[config.mk]
export PLATFORM = sky130hd
export DESIGN_NAME = secded_decoder
export DESIGN_NICKNAME = d
export VERILOG_FILES = /design/src/rtl/secded_pkg.sv /design/src/rtl/secded_syndrome.sv /design/src/rtl/secded_fix.sv /design/src/rtl/secded_decoder.sv
export SDC_FILE = /design/constraint.sdc
export NUM_CORES = 1
export LEC_CHECK = 0
export BUFFER_PORTS_ARGS = -buffer_cell sky130_fd_sc_hd__buf_2
export CAP_MARGIN = 0
export CORE_UTILIZATION = 53
export DETAILED_ROUTE_END_ITERATION = 8
export MAX_ROUTING_LAYER = met4
export PLACE_DENSITY = 0.79
export SLEW_MARGIN = 15
export SYNTH_ARGS = -nofsm -noshare
export SYNTH_HDL_FRONTEND = slang
export SYNTH_SLANG_ARGS = --single-unit
[constraint.sdc]
create_clock -name clk -period 2 [get_ports clk]
set_input_delay 0.6 -clock clk [delete_from_list [all_inputs] [get_ports clk]]
set_output_delay 0.6 -clock clk [all_outputs]
set_load 0.01 [all_outputs]
[src/rtl/secded_pkg.sv]
package secded_pkg;
  localparam int CW_W   = 16;
  localparam int SYN_W  = 4;
  localparam int BYTE_W = 8;

  typedef enum logic [1:0] {
    EC_CLEAN  = 2'b00,
    EC_FIXED  = 2'b01,
    EC_DOUBLE = 2'b10
  } err_class_t;

  typedef enum logic [2:0] {
    PH_IDLE, PH_RLO, PH_RHI, PH_DEC, PH_WLO, PH_WHI
  } phase_t;
endpackage

[src/rtl/secded_syndrome.sv]
module secded_syndrome
  import secded_pkg::*;
(
  input  logic [CW_W-1:0]  cw,
  output logic [SYN_W-1:0] syn,
  output logic             par
);
  logic [SYN_W-1:0] term [CW_W];

  // each set bit contributes its own position index
  for (genvar k = 0; k < CW_W; k++) begin : g_term
    assign term[k] = cw[k] ? SYN_W'(k) : '0;
  end

  always_comb begin
    syn = '0;
    for (int k = 0; k < CW_W; k++) syn = syn ^ term[k];
  end

  assign par = ^cw;
endmodule

[src/rtl/secded_fix.sv]
module secded_fix
  import secded_pkg::*;
(
  input  logic [CW_W-1:0]   cw,
  input  logic [SYN_W-1:0]  syn,
  input  logic              par,
  output logic [BYTE_W-1:0] lo_byte,
  output logic [BYTE_W-1:0] hi_byte
);
  logic [CW_W-1:0] mask;
  logic [CW_W-1:0] fixed;
  err_class_t      cls;

  always_comb begin
    mask = '0;
    cls  = EC_CLEAN;
    if (syn != '0) begin
      if (par) begin
        mask[syn] = 1'b1;
        cls       = EC_FIXED;
      end else begin
        cls = EC_DOUBLE;
      end
    end else if (par) begin
      cls = EC_FIXED;       // only the overall parity bit was hit
    end
  end

  assign fixed   = cw ^ mask;
  assign lo_byte = {fixed[12:9], fixed[7:5], fixed[3]};
  assign hi_byte = {cls, 3'b000, fixed[15:13]};
endmodule

[src/rtl/secded_decoder.sv]
module secded_decoder
  import secded_pkg::*;
#(
  parameter int N_WORDS  = 15,
  parameter int ADDR_W   = 8,
  parameter int SRC_BASE = 64,
  parameter int DST_BASE = 94
) (
  input  logic              clk,
  input  logic              rst,
  input  logic              start,
  output logic              done,
  output logic [ADDR_W-1:0] mem_addr,
  output logic              mem_we,
  output logic [7:0]        mem_wdata,
  input  logic [7:0]        mem_rdata
);
  localparam int IDX_W = (N_WORDS > 1) ? $clog2(N_WORDS) : 1;
  localparam logic [IDX_W-1:0]  LAST  = IDX_W'(N_WORDS - 1);
  localparam logic [ADDR_W-1:0] SRC_A = ADDR_W'(SRC_BASE);
  localparam logic [ADDR_W-1:0] DST_A = ADDR_W'(DST_BASE);

  phase_t            ph;
  logic [IDX_W-1:0]  idx;
  logic [IDX_W-1:0]  idx_nx;
  logic              start_q;
  logic [7:0]        lo_q;
  logic [7:0]        hi_q;
  logic [ADDR_W-1:0] off_cur;
  logic [ADDR_W-1:0] off_nx;

  logic [CW_W-1:0]  cw;
  logic [SYN_W-1:0] syn;
  logic             par;
  logic [7:0]       fix_lo;
  logic [7:0]       fix_hi;

  assign idx_nx  = idx + IDX_W'(1);
  assign off_cur = ADDR_W'({idx, 1'b0});
  assign off_nx  = ADDR_W'({idx_nx, 1'b0});
  assign cw      = {mem_rdata, lo_q};

  secded_syndrome syn_i (.cw(cw), .syn(syn), .par(par));

  secded_fix fix_i (
    .cw(cw), .syn(syn), .par(par), .lo_byte(fix_lo), .hi_byte(fix_hi)
  );

  always_ff @(posedge clk) begin
    if (rst) begin
      ph        <= PH_IDLE;
      idx       <= '0;
      start_q   <= 1'b0;
      done      <= 1'b0;
      mem_addr  <= '0;
      mem_we    <= 1'b0;
      mem_wdata <= '0;
      lo_q      <= '0;
      hi_q      <= '0;
    end else begin
      start_q <= start;
      if (start) begin
        ph     <= PH_IDLE;
        mem_we <= 1'b0;
        done   <= 1'b0;
      end else begin
        case (ph)
          PH_IDLE: if (start_q) begin
            ph       <= PH_RLO;
            idx      <= '0;
            mem_addr <= SRC_A;
          end
          PH_RLO: begin
            mem_addr <= mem_addr + ADDR_W'(1);
            ph       <= PH_RHI;
          end
          PH_RHI: begin
            lo_q <= mem_rdata;
            ph   <= PH_DEC;
          end
          PH_DEC: begin
            hi_q      <= fix_hi;
            mem_wdata <= fix_lo;
            mem_we    <= 1'b1;
            mem_addr  <= DST_A + off_cur;
            ph        <= PH_WLO;
          end
          PH_WLO: begin
            mem_wdata <= hi_q;
            mem_addr  <= mem_addr + ADDR_W'(1);
            ph        <= PH_WHI;
          end
          PH_WHI: begin
            mem_we <= 1'b0;
            if (idx == LAST) begin
              done <= 1'b1;
              ph   <= PH_IDLE;
            end else begin
              idx      <= idx_nx;
              mem_addr <= SRC_A + off_nx;
              ph       <= PH_RLO;
            end
          end
          default: ph <= PH_IDLE;
        endcase
      end
    end
  end
endmodule

==> impl_metrics.csv <==
group,metric,value,unit
sta,fin_setup_tns,-0.1463,ns
worst_hold_path,hold_start,"mem_wdata[4]",
clock_network,cts_sinks,39,
global_routing,grt_max_degree,17,
global_routing,grt_use_met3,3.750,%
synth,avgSynthCellArea,8.505,um2
clock_network,cts_root_buf,"clkbuf_8",
clock_network,htreeDepth,2,
worst_setup_path,crit_arrival,2.25,ns
global_routing,met2_usage,38.32,%
sta,grt_setup_unrepaired,"true",
worst_setup_path,crit_top_cell,"xnor2_1",
run,cap_violations,0,
clock_network,clock_path_buffers,2,
route,antenna_left,0,
global_routing,grt_pass1_vias,2172,
synth,yosys-top-cells-area,"dfxtp_1, xnor2_1, nand2_1, xor2_1, nor2_1",
route,first_pass_iters,4,
worst_setup_path,start_kind,"input port",
worst_setup_path,slowest_stage,"xnor2_1",
route,drt_wl_total,6768,um
sta,max_freq,0.4912,GHz
worst_setup_path,worstPathMaxFanout,4,
outcome,violations,"negative setup slack",
synth,ys_types,57,
layout,fillers,363,
worst_setup_path,r2r-start,"lo_q[4]",
synth,synth_top_area_share,30.00,%
worst_hold_path,hp-class,"flop to flop",
die,design.core.area,0.004723,mm2
global_routing,grt_overflow,0,
worst_setup_path,r2r-end,"hi_q[0]",
layout,drive_above_1_share,30.06,%
route,vias,2458,
sta,clock_skew,0.01338,ns
layout,nNetsFinal,370,
outcome,status,"complete, but fails checks",
worst_setup_path,r2r_slack,0.01,ns
sta,maxSlewHeadroom,68.27,%
die,rows,25,
worst_setup_path,critPathBufInv,2,
placed_design,portBuffers,28,
global_routing,grt_antenna_before_repair,0,
synth,synth_edf_count,0,
synth,synth_top_cell_by_area,"dfxtp_1",
route,first_iter_violations,257,
synth,syn_inst,306,
synth,syn_nets,321,
worst_setup_path,worst_path_largest_cell_delay,0.42,ns
placed_design,place_hpwl,4669,um
worst_hold_path,min_path_cells,2,
global_routing,grt_pass1_wl,10120,um
layout,areaGrowthSynthToFinish,22.21,%
power_and_ir_drop,power.density,534.2,mW/mm2
die,die_area,0.005195,mm2
worst_setup_path,crit_required,2.21,ns
synth,seq_area_frac_synth,30.00,%
placed_design,place.gp.congestion,0.8879,
clock_network,cts_buffers,5,
worst_hold_path,hold_path_end,"mem_wdata[4]",
die,start_util,55.10,%
worst_setup_path,worstSetupPathType,"input port to flop",
worst_setup_path,crit_path_end_kind,"flop",
synth,synthArstFlopShare,0,%
sta,worst_slew_pin_slew,0.4726,ns
sta,drv_slew,0,
sta,timing.final.crit_share,101.8,%
power_and_ir_drop,power,1.699,mW
synth,syn-cell-area,0.002602,mm2
synth,ys_ff_latch,39,
route,via_per_inst,5.811,
synth,synth_warnings,0,
global_routing,grtUsageMet1,34.84,%
die,io_pins,29,
power_and_ir_drop,ir_drop,0.0004293,V
worst_setup_path,path_cells,"buf_2, buf_4, xor2_2, xnor2_1, and3_2, a2bb2oi_2, xnor2_1, a211oi_1",
die,fp.dieW,72.08,um
synth,synth_top_flop_cell,"dfxtp_1",
sta,layout_setup_ws,-0.03591,ns
die,die_y,72.08,um
worst_setup_path,cp_num_cells,8,
global_routing,grt_usage,25.79,%
layout,fin_util,67.34,%
route,drc,0,
power_and_ir_drop,leakage,1.165,nW
clock_network,cts.clk_slew.worst_paths,0.08,ns
layout,n_antenna_cell,0,
clock_network,cts_tree,"yes",
sta,period_minus_slack,2.036,ns
sta,hold_violations,0,
sta,setup_violations,6,
clock_network,clk_latency,0.30,ns
worst_setup_path,reg2regPathDepth,6,
worst_setup_path,cpLargestDelayFamily,"XOR/XNOR gates",
route,routedWlPerCell,16.00,um
global_routing,busiest_layer,"met2",
[Yosys cell counts (3+ instances only)]
library cell / number
dfxtp_1: 39
nand2_1: 37
nor2_1: 27
xnor2_1: 27
a21oi_1: 20
o22ai_1: 13
xor2_1: 12
nor3_1: 9
clkbuf_1: 7
inv_1: 6
nand3_1: 6
o221ai_1: 6
a211oi_1: 5
o21ai_0: 5
and3_1: 4
clkbuf_8: 4
ha_1: 4
nand2b_1: 4
nor2b_1: 4
or3_1: 4
a221oi_1: 3
a2bb2oi_2: 3
and3_2: 3
buf_2: 3
nor4b_1: 3
o211ai_1: 3
o21ai_1: 3
[cell usage in the layout, fill, tap and decap left out, types with 6 or more instances in the layout]
cell	netlist	final
buf_4	1	31
xor2_1	12	9
o22ai_1	13	13
dfxtp_1	39	33
nor2_1	27	27
o221ai_1	6	6
a21oi_1	20	20
xnor2_1	27	16
buf_2	3	28
nor3_1	9	9
xnor2_2	2	12
nand2_1	37	37
inv_1	6	6
[per-stage QoR]
| stage | cells | hold WS (ns) | instance area [um2] | setup WS (ns) |
|---|---|---|---|---|
| floorplan | 306 | 0.4462 | 2603 | 0.005519 |
| global route | 423 | 0.4760 | 3181 | -0.1348 |
| finish | 423 | 0.4572 | 3181 | -0.03591 |
| detailed placement | 414 | 0.4493 | 2940 | -0.2330 |
| global placement | 414 | 0.4342 | 2940 | -0.2076 |
| CTS | 422 | 0.4607 | 3023 | 0.005939 |
[worst min-delay path: cells and delay by family (launching register included)]
family,cells,cell delay (ns)
AND/OR/NAND/NOR,1,0.05
flip-flops,1,0.31
AO/OA/AOI/OAI,1,0.05
[what timing repair did]
item                                    in CTS  in global routing
resized for setup                            1                 25
endpoints found under the setup margin       1                 14
setup buffers                                0                  1
pin swaps                                    0                  7
hold buffers                                 0                  0
[cells by family after synthesis]
logic type	share of synthesized area, %
and+or+nand+nor	23.65
DFF	30.00
AOI/OAI and AO/OA	20.77
buffers and inverters	5.144
adders and majority gates	1.923
muxes	0.7693
xor gates and xnor gates	17.74
[flip-flops by register name, indices dropped and copies added, names as in the netlist]
signal and flops:
start_q 1, hi_q 5, idx 4, mem_addr 8, lo_q 8, done 1
mem_wdata 8, mem_we 1, ph 3
[cell type report]
| class | instances | area [um2] | share of cell area, % |
|---|---|---|---|
| clock buffers | 7 | 76.32 | 2.400 |
| clock inverters | 1 | 5.005 | 0.1574 |
| inverters | 6 | 22.52 | 0.7081 |
| multi-input cells | 244 | 1827 | 57.44 |
| flip-flops and latches | 39 | 793.3 | 24.94 |
| well taps | 67 | 83.83 | 2.636 |
| repair buffers | 59 | 372.9 | 11.72 |
[how the worst max path moves through the flow]
stage | from | slack (ns) | end
after CTS | lo_q[3] | 0.006 | hi_q[0]
after floorplan | mem_rdata[6] | 0.006 | mem_wdata[7]
final | mem_rdata[7] | -0.04 | hi_q[2]
after global routing | mem_rdata[7] | -0.13 | mem_wdata[3]
after global placement | mem_rdata[6] | -0.21 | mem_wdata[7]
after detailed placement | mem_rdata[6] | -0.23 | mem_wdata[7]
[per-layer routing]
| metal | vias to the layer above | wire length [um] | share of wire (%) |
|---|---|---|---|
| met5 | - | 0 | 0 |
| met3 | 13 | 394 | 5.8 |
| li1 | 1198 | - | - |
| met4 | 0 | 127 | 1.9 |
| met2 | 97 | 3130 | 46 |
| met1 | 1150 | 3116 | 46 |
[report_power, final]
group	internal (mW)	switching (mW)	total (mW)
sequential	0.781	0.0105	0.792
combinational	0.170	0.206	0.376
clock	0.245	0.286	0.531
total	1.20	0.503	1.70
Power figures use the tool's default switching activity.
